===== src/rtl/sdclk_pkg.sv =====
package sdclk_pkg;

  // control word layout
  localparam int CTRL_W      = 17;
  localparam int POW_BITS    = 8;   // bits 0..7: divide by 4 .. 512
  localparam int OE_BIT      = 8;
  localparam int AUTO_BIT    = 9;
  localparam int DIV1_BIT    = 10;
  localparam int DIV1024_BIT = 16;

  // decoded view
  localparam int SEL_W      = POW_BITS + 2;
  localparam int MAX_LOG2   = 10;
  localparam int LOG2_W     = $clog2(MAX_LOG2 + 1);
  localparam int CNT_W      = MAX_LOG2;
  localparam int RESET_LOG2 = 1;    // divide by 2

  typedef logic [LOG2_W-1:0] log2_t;

  typedef enum logic [1:0] {
    CODE_OK    = 2'd0,
    CODE_MULTI = 2'd1,
    CODE_UNSUP = 2'd2
  } code_st_e;

  // log2 of the ratio chosen by one bit of the gathered select vector
  function automatic log2_t sel_to_log2(int idx);
    if (idx < POW_BITS)       return log2_t'(idx + 2);
    else if (idx == POW_BITS) return log2_t'(0);
    else                      return log2_t'(MAX_LOG2);
  endfunction

  // packs the divider bits: [POW_BITS+1]=div1024, [POW_BITS]=div1, rest powers
  function automatic logic [SEL_W-1:0] gather_sel(logic [CTRL_W-1:0] w);
    return {w[DIV1024_BIT], w[DIV1_BIT], w[POW_BITS-1:0]};
  endfunction

endpackage


===== src/rtl/sdclk_decode.sv =====
module sdclk_decode
  import sdclk_pkg::*;
#(
  parameter bit HAS_DIV1024 = 1'b1
) (
  input  logic [SEL_W-1:0] sel_i,
  output log2_t            log2_o,
  output code_st_e         status_o
);

  localparam int ONES_W = $clog2(SEL_W + 1);

  log2_t part [SEL_W];

  genvar g;
  generate
    for (g = 0; g < SEL_W; g++) begin : g_part
      assign part[g] = sel_i[g] ? sel_to_log2(g) : '0;
    end
  endgenerate

  log2_t             acc;
  logic [ONES_W-1:0] ones;

  always_comb begin
    acc  = '0;
    ones = '0;
    for (int i = 0; i < SEL_W; i++) begin
      acc  = acc | part[i];
      ones = ones + ONES_W'(sel_i[i]);
    end
  end

  always_comb begin
    status_o = CODE_OK;
    log2_o   = acc;
    if (ones == '0) begin
      log2_o = log2_t'(1);
    end else if (ones > ONES_W'(1)) begin
      status_o = CODE_MULTI;
    end else if (!HAS_DIV1024 && sel_i[SEL_W-1]) begin
      status_o = CODE_UNSUP;
    end
  end

endmodule


===== src/rtl/sdclk_ctrl.sv =====
module sdclk_ctrl
  import sdclk_pkg::*;
(
  input  logic     clk,
  input  logic     rst,
  input  logic     we_i,
  input  logic     oe_wr_i,
  input  logic     auto_wr_i,
  input  log2_t    dec_log2_i,
  input  code_st_e dec_status_i,
  input  logic     gen_idle_i,
  input  logic     busy_i,
  output logic     oe_o,
  output log2_t    log2_o,
  output logic     bad_o,
  output logic     run_o
);

  logic  oe_q;
  logic  auto_q;
  log2_t log2_q;
  logic  bad_q;
  logic  code_ok;
  logic  ratio_open;

  assign code_ok    = (dec_status_i == CODE_OK);
  assign ratio_open = !oe_q && gen_idle_i;

  always_ff @(posedge clk) begin
    if (rst) begin
      oe_q   <= 1'b0;
      auto_q <= 1'b0;
      log2_q <= log2_t'(RESET_LOG2);
      bad_q  <= 1'b0;
    end else if (we_i) begin
      oe_q   <= oe_wr_i;
      auto_q <= auto_wr_i;
      bad_q  <= !code_ok;
      if (code_ok && ratio_open) begin
        log2_q <= dec_log2_i;
      end
    end
  end

  assign run_o  = oe_q && (!auto_q || busy_i);
  assign oe_o   = oe_q;
  assign log2_o = log2_q;
  assign bad_o  = bad_q;

endmodule


===== src/rtl/sdclk_toggle.sv =====
module sdclk_toggle
  import sdclk_pkg::*;
(
  input  logic  clk,
  input  logic  rst,
  input  logic  run_i,
  input  log2_t log2_i,
  output logic  tog_o
);

  logic [CNT_W-1:0] cnt_q;
  logic [CNT_W-1:0] half_m1;
  logic             tog_q;
  logic             act;

  assign act     = run_i && (log2_i != '0);
  assign half_m1 = (CNT_W'(1) << (log2_i - log2_t'(1))) - CNT_W'(1);

  always_ff @(posedge clk) begin
    if (rst) begin
      cnt_q <= '0;
      tog_q <= 1'b0;
    end else if (!tog_q && !act) begin
      cnt_q <= '0;
    end else if (cnt_q == half_m1) begin
      cnt_q <= '0;
      tog_q <= ~tog_q;
    end else begin
      cnt_q <= cnt_q + CNT_W'(1);
    end
  end

  assign tog_o = tog_q;

endmodule


===== src/rtl/sdclk_pass.sv =====
module sdclk_pass
  import sdclk_pkg::*;
(
  input  logic  clk,
  input  logic  rst,
  input  logic  run_i,
  input  log2_t log2_i,
  output logic  gate_o
);

  logic gate_q;

  // updated while clk is low, so the AND gate downstream sees no partial pulse
  always_ff @(negedge clk) begin
    if (rst) gate_q <= 1'b0;
    else     gate_q <= run_i && (log2_i == '0);
  end

  assign gate_o = gate_q;

endmodule


===== src/rtl/sdclk_div.sv =====
module sdclk_div
  import sdclk_pkg::*;
#(
  parameter bit HAS_DIV1024 = 1'b1
) (
  input  logic              clk,
  input  logic              rst,
  input  logic              cfg_we,
  input  logic [CTRL_W-1:0] cfg_wdata,
  input  logic              bus_busy,
  output logic              sdclk_o,
  output logic              bad_code_o
);

  log2_t    dec_log2;
  code_st_e dec_status;
  logic     ctl_oe;
  log2_t    ctl_log2;
  logic     gen_run;
  logic     tog_lvl;
  logic     pass_gate;
  logic     gen_idle;
  logic     unused_rsvd;

  assign unused_rsvd = ^cfg_wdata[DIV1024_BIT-1:DIV1_BIT+1];

  sdclk_decode #(.HAS_DIV1024(HAS_DIV1024)) u_decode (
    .sel_i    (gather_sel(cfg_wdata)),
    .log2_o   (dec_log2),
    .status_o (dec_status)
  );

  sdclk_ctrl u_ctrl (
    .clk          (clk),
    .rst          (rst),
    .we_i         (cfg_we),
    .oe_wr_i      (cfg_wdata[OE_BIT]),
    .auto_wr_i    (cfg_wdata[AUTO_BIT]),
    .dec_log2_i   (dec_log2),
    .dec_status_i (dec_status),
    .gen_idle_i   (gen_idle),
    .busy_i       (bus_busy),
    .oe_o         (ctl_oe),
    .log2_o       (ctl_log2),
    .bad_o        (bad_code_o),
    .run_o        (gen_run)
  );

  sdclk_toggle u_toggle (
    .clk    (clk),
    .rst    (rst),
    .run_i  (gen_run),
    .log2_i (ctl_log2),
    .tog_o  (tog_lvl)
  );

  sdclk_pass u_pass (
    .clk    (clk),
    .rst    (rst),
    .run_i  (gen_run),
    .log2_i (ctl_log2),
    .gate_o (pass_gate)
  );

  assign gen_idle = !tog_lvl && !pass_gate;
  assign sdclk_o  = (ctl_log2 == '0) ? (clk & pass_gate) : tog_lvl;

endmodule


===== config.mk =====
export PLATFORM = sky130hd
export DESIGN_NAME = sdclk_div
export DESIGN_NICKNAME = d
export VERILOG_FILES = /design/src/rtl/sdclk_pkg.sv /design/src/rtl/sdclk_decode.sv /design/src/rtl/sdclk_ctrl.sv /design/src/rtl/sdclk_toggle.sv /design/src/rtl/sdclk_pass.sv /design/src/rtl/sdclk_div.sv
export SDC_FILE = /design/constraint.sdc
export NUM_CORES = 1
export LEC_CHECK = 0
export BUFFER_PORTS_ARGS = -buffer_cell sky130_fd_sc_hd__clkbuf_2
export CORE_MARGIN = 2
export CORE_UTILIZATION = 40
export DETAILED_ROUTE_END_ITERATION = 7
export SLEW_MARGIN = 40
export SYNTH_ARGS = -nofsm -noshare
export SYNTH_HDL_FRONTEND = slang
export SYNTH_SLANG_ARGS = --single-unit

===== constraint.sdc =====
create_clock -name clk -period 8.4 [get_ports clk]
set_clock_uncertainty 0.1 [all_clocks]
set_input_delay 1.68 -clock clk [delete_from_list [all_inputs] [get_ports clk]]
set_output_delay 1.68 -clock clk [all_outputs]
set_load 0.02 [all_outputs]

==> impl_metrics.env, run 1 <==
export IMPL_slew_headroom_pct=48.07
export IMPL_fin_ws_ns=1.304
export IMPL_final_cell_mix="inv_1 (23), dfxtp_1 (19), clkbuf_2 (17), nor3_1 (15), nor2_1 (11)"
export IMPL_cts_hold_fix_buffers=0
export IMPL_synthCells=191
export IMPL_grt_pass1_vias=1280
export IMPL_synth_distinct_cells=45
export IMPL_start_util_pct=42.39
export IMPL_grt_pass1_wl_um=5623
export IMPL_wire_per_inst_um=13.06
export IMPL_port_buffers=17
export IMPL_grt_ovfl_total=0
export IMPL_hold_class="flop to flop"
export IMPL_cp_start_kind="flop"
export IMPL_grt_usage_pct=17.06
export IMPL_layout_drive_gt1_share_pct=14.71
export IMPL_path_buf_inv=1
export IMPL_clock_power_share_pct=27.0
export IMPL_dp_slack_ns=1.790
export IMPL_grt_util_met1_pct=19.40
export IMPL_ir_drop_mv=0.1008
export IMPL_core_um2=3716
export IMPL_p_per_area_nw_per_um2=225.9
export IMPL_cp_data_arrival_time_ns=5.32
export IMPL_finish_utilization_pct=47.04
export IMPL_crit_path_max_incr_delay_ns=0.34
export IMPL_tritoncts="yes"
export IMPL_seq_area_frac_synth_pct=24.15
export IMPL_slew_viol_final=0
export IMPL_cpLargestDelayFamily="flip-flops"
export IMPL_layout_commonest_cell="inv_1"
export IMPL_gp_congestion=0.8123
export IMPL_hold_viol_final=0
export IMPL_cp_end_kind="output pin"
export IMPL_status="finished, final reports clean"
export IMPL_fin_nets=240
export IMPL_busiest_layer="met2"
export IMPL_crit_chain="nand3_1 -> nand2_1 -> clkbuf_2"
export IMPL_drtIter0Drc=93
export IMPL_critPathMaxFanout=2
export IMPL_rows=22
export IMPL_die_w_um=66.76
export IMPL_final_setup_viol_count=0
export IMPL_drt_pass1_iter_count=5
export IMPL_ant_nets=0
export IMPL_rsz0062_at_grt="false"
export IMPL_dpl_hpwl_um=2533
export IMPL_diodes=0
export IMPL_wirelength_um=3292
export IMPL_die_area_um2=4456
export IMPL_fin_tns_setup_ns=0
export IMPL_p_int_mw=0.2371
export IMPL_grtUsageMet3_pct=3.041
export IMPL_drc=0
export IMPL_cpMaxStageDelayCell="dfxtp_1"
export IMPL_cellLeakagePower_nw=0.7810
export IMPL_antenna_found_initial=0
export IMPL_post_cts_buffers=0
export IMPL_synth_nets=226
export IMPL_avgSynthCellArea_um2=8.247
export IMPL_vias=1353
export IMPL_clk_latency_ns=0.45
export IMPL_pwr_share_seq_pct=28.4
export IMPL_clk_pin_slew_ns=0.07
export IMPL_crit_required_ns=6.62
export IMPL_ios=23
export IMPL_switching_share_pct=39.96
export IMPL_synth_seq_cells=19
export IMPL_grt_max_degree=22
export IMPL_use_met2_pct=28.63
export IMPL_via_per_inst=5.369
export IMPL_max_cap_viol_count=0
export IMPL_netSwitchingPower_mw=0.1578
export IMPL_pwr_share_comb_pct=44.6
export IMPL_tightest_slew_ns=0.7779
export IMPL_syn_to_final_growth_pct=10.96
export IMPL_die_h_um=66.76
export IMPL_netlist_area_um2=1575
export IMPL_yosysWarnings=0
export IMPL_power_mw=0.3948
export IMPL_postCtsResizedCells=0
export IMPL_worstSetupPathType="flop to output pin"
## routing by layer
metal  vias up  part of all wire, %
met5         -                    0
met2        32                   49
met3         6                  3.2
met1       624                   45
met4         0                  2.6
li1        691                    -
## synthesized netlist by cell type, drive strengths merged
cell,number,area [um2]
a31oi,3,18.77
buf,6,51.30
and3,6,37.54
ha,8,100.1
inv,23,86.33
and3b,1,8.760
nand3,9,45.04
o21bai,2,15.01
nand2,9,33.78
xor2,4,35.03
o21a,1,7.510
or3b,1,8.760
a22o,1,8.760
or3,3,18.77
o21ai,5,25.02
nor3,15,75.07
nor4bb,1,10.01
o32ai,1,8.760
a2111o,1,11.26
a211o,1,8.760
nor2,12,52.55
nor3b,2,15.01
a21o,1,7.510
nand3b,2,15.01
or4,1,7.510
a211oi,2,15.01
or2,1,6.260
nor4b,3,41.29
mux2i,4,40.04
xnor2,9,78.83
a311o,1,10.01
nand2b,5,31.28
nor4,6,52.55
fa,6,120.1
clkbuf,5,18.77
o311ai,1,8.760
o211a,1,10.01
o31ai,2,15.01
a21oi,7,35.03
dfxtp,19,380.4
## sequential cells by signal (all words and copies together), names as in the netlist
signal and cells:
u_ctrl.bad_o 1, u_ctrl.oe_o 1, u_toggle.tog_o 1, u_toggle.cnt_q 10
u_ctrl.log2_o 4, u_ctrl.auto_q 1, u_pass.gate_o 1
## final timing paths
| path | startpoint | to | slack, ns | depth (start not counted) |
|---|---|---|---|---|
| worst min-delay path | u_ctrl.bad_o$_SDFFE_PP0P_ | u_ctrl.bad_o$_SDFFE_PP0P_ | 0.38 | 2 |
| worst min register to register | u_ctrl.bad_o$_SDFFE_PP0P_ | u_ctrl.bad_o$_SDFFE_PP0P_ | 0.38 | 2 |
| worst max register to register | u_pass.gate_o$_SDFF_NP0_ | u_ctrl.log2_o[3]$_SDFFE_PP0P_ | 2.67 | 3 |
| worst max-delay path | u_pass.gate_o$_SDFF_NP0_ | sdclk_o | 1.30 | 3 |
## worst register-to-register path, delay by kind of cell, from the launching register on
kind,cells,cell delay [ns]
AOI/OAI and AO/OA,2,0.46
DFF,1,0.31
and+or+nand+nor,1,0.52
## kinds of logic (layout without fill, tap and decap cells)
group	after synthesis	in the layout	share of synthesized area (%)
mux	4	4	2.542
simple gates	77	77	29.15
compound gates	30	30	13.03
fa+ha+maj	14	14	13.98
flops	19	19	24.15
xor+xnor	13	13	7.228
buf+inv	34	47	9.929
## per-stage QoR
step / cell area (um2) / hold WS (ns) / std cells
final: 1748 / 0.3834 / 252
after global routing: 1748 / 0.4214 / 252
after CTS: 1744 / 0.3953 / 252
after detailed placement: 1657 / 0.3848 / 245
after global placement: 1650 / 0.3653 / 245
after floorplan: 1575 / 0.3604 / 191
## area by class of cell
cell class	instances	area, um2
multi-input combinational	138	1049
tap	48	60.06
fill	371	1968
timing repair buffer	16	80.08
clock buffer	7	87.58
sequential	19	380.4
clock inverter	2	8.758
inverter	22	82.58
## power by group through the flow
stage          Combinational, mW  Clock (mW)  Sequential [mW]
6_report                   0.176       0.106            0.112
3_3_place_gp               0.169     0.00420            0.113
3_5_place_dp               0.176     0.00420            0.114
5_1_grt                    0.200       0.115            0.114
2_1_floorplan              0.152     0.00334            0.103
4_1_cts                    0.178       0.110            0.112
Note: power is estimated with default switching activity, not from simulation.
==> run 2: changes to the inputs <==
- clock period: 8.4 -> 6.52 ns (I/O delays scaled with it)
==> run 2 against run 1 <==
Global-route usage rose by 0.71 points. Via count rose by 2.1%. Total power rose by 28%. Wire length rose by 2.5%. Utilization barely moved. Clock power rose by 26%. Critical endpoint unchanged. Critical path type unchanged. Non-clock buffer count rose by 1. Highest routed layer unchanged. Critical path depth did not move. Cell count rose by 0.40%. Setup slack got worse by 0.54 ns. Cell area barely moved.
==> impl_metrics.env, run 2 (synthesis results as in run 1) <==
export IMPL_status="finished, final reports clean"
export IMPL_port_buffers=17
export IMPL_place_area_um2=1658
export IMPL_critPathMaxFanout=2
export IMPL_wire_per_inst_um=13.34
export IMPL_ios=23
export IMPL_gp_congestion=0.8180
export IMPL_largest_register_ffs=10
export IMPL_p_int_mw=0.3063
export IMPL_drt_pass1_iter_count=4
export IMPL_p_per_area_nw_per_um2=288.2
export IMPL_drc=0
export IMPL_max_cap_viol_count=0
export IMPL_cellLeakagePower_nw=0.7805
export IMPL_ir_drop_mv=0.1527
export IMPL_finalInstanceArea_um2=1749
export IMPL_regMostFlops="u_toggle.cnt_q"
export IMPL_ant_nets=0
export IMPL_power_mw=0.5042
export IMPL_core_um2=3716
export IMPL_cp_start_kind="flop"
export IMPL_cp_data_arrival_time_ns=4.36
export IMPL_grt_pass1_wl_um=5844
export IMPL_dpl_hpwl_um=2553
export IMPL_rows=22
export IMPL_crit_chain="nand3_1 -> nand2_1 -> clkbuf_2"
export IMPL_tritoncts="yes"
export IMPL_wirelength_um=3375
export IMPL_layout_drive_gt1_share_pct=14.63
export IMPL_via_per_inst=5.462
export IMPL_cts_hold_fix_buffers=0
export IMPL_vias=1382
export IMPL_worstSetupPathType="flop to output pin"
export IMPL_final_setup_viol_count=0
export IMPL_clk_latency_ns=0.43
export IMPL_clock_power_share_pct=26.7
export IMPL_fin_hold_ws_ns=0.3960
export IMPL_placedCellCount=246
export IMPL_slew_headroom_pct=47.34
export IMPL_fin_ws_ns=0.7602
export IMPL_pwr_share_comb_pct=44.6
export IMPL_die_w_um=66.76
export IMPL_postCtsResizedCells=0
export IMPL_slew_viol_final=0
export IMPL_die_area_um2=4456
export IMPL_grt_max_degree=22
export IMPL_final_cell_mix="inv_1 (23), dfxtp_1 (19), clkbuf_2 (17), nor3_1 (15), nor2_1 (11)"
export IMPL_grt_pass1_vias=1301
export IMPL_layout_commonest_cell="inv_1"
export IMPL_antenna_found_initial=0
export IMPL_fin_tns_setup_ns=0
export IMPL_rsz0062_at_grt="false"
export IMPL_drtIter0Drc=58
export IMPL_n_fill_cell=372
export IMPL_finish_utilization_pct=47.07
export IMPL_grt_ovfl_total=0
export IMPL_switching_share_pct=39.25
export IMPL_syn_to_final_growth_pct=11.04
export IMPL_hold_class="flop to flop"
export IMPL_dp_slack_ns=1.179
export IMPL_die_h_um=66.76
export IMPL_pwr_share_seq_pct=28.7
export IMPL_netSwitchingPower_mw=0.1979
export IMPL_cp_end_kind="output pin"
export IMPL_crit_required_ns=5.12
export IMPL_start_util_pct=42.39
export IMPL_fin_nets=241
export IMPL_cpMaxStageDelayCell="dfxtp_1"
export IMPL_stdcell_count=253
export IMPL_crit_path_max_incr_delay_ns=0.32
export IMPL_clk_pin_slew_ns=0.07
export IMPL_diodes=0
export IMPL_tightest_slew_ns=0.7889
export IMPL_hold_viol_final=0
export IMPL_grt_usage_pct=17.76
export IMPL_post_cts_buffers=0
-- run 2: cell types whose count changed in the layout (fill, tap and decap cells not counted) --
cell	before	now
buf_4	0	1
clkinv_2	1	0
clkinvlp_2	0	1
nor4b_1	1	2
nor4b_2	1	0
-- run 2: metal layers --
metal | global-route usage, % | vias up | wire [um]
li1 | - | 699 | -
met1 | 20.65 | 641 | 1533
met2 | 29.63 | 37 | 1640
met3 | 4.392 | 5 | 138
met4 | 9.949 | 0 | 63
met5 | 0 | - | 0
-- run 2: power by group through the flow --
stage / registers (mW) / logic (mW) / clock network (mW)
final: 0.145 / 0.225 / 0.134
after global routing: 0.147 / 0.259 / 0.145
after CTS: 0.144 / 0.226 / 0.140
after detailed placement: 0.147 / 0.224 / 0.00542
after global placement: 0.146 / 0.218 / 0.00542
after floorplan: 0.133 / 0.196 / 0.00430
-- run 2: area by class of cell --
cell class | instances | area [um2] | share of cell area (%)
Sequential cell | 19 | 380.4 | 21.75
Clock buffer | 7 | 87.58 | 5.007
Timing Repair Buffer | 17 | 87.58 | 5.007
Clock inverter | 2 | 8.758 | 0.5007
Multi-Input combinational cell | 138 | 1042 | 59.59
Tap cell | 48 | 60.06 | 3.433
Inverter | 22 | 82.58 | 4.721
-- run 2: critical path: cells and delay by family (launching register included) --
kind / cells / cell delay (ns)
flip-flops: 1 / 0.32
AND/OR/NAND/NOR: 2 / 0.17
buffers and inverters: 1 / 0.16
-- run 2: final timing paths --
| check | start | depth (start not counted) | end | slack, ns |
|---|---|---|---|---|
| worst min register to register | u_ctrl.bad_o$_SDFFE_PP0P_ | 2 | u_ctrl.bad_o$_SDFFE_PP0P_ | 0.40 |
| worst max register to register | u_pass.gate_o$_SDFF_NP0_ | 4 | u_ctrl.log2_o[3]$_SDFFE_PP0P_ | 1.86 |
| worst min-delay path | u_ctrl.bad_o$_SDFFE_PP0P_ | 2 | u_ctrl.bad_o$_SDFFE_PP0P_ | 0.40 |
| worst max-delay path | u_pass.gate_o$_SDFF_NP0_ | 3 | sdclk_o | 0.76 |
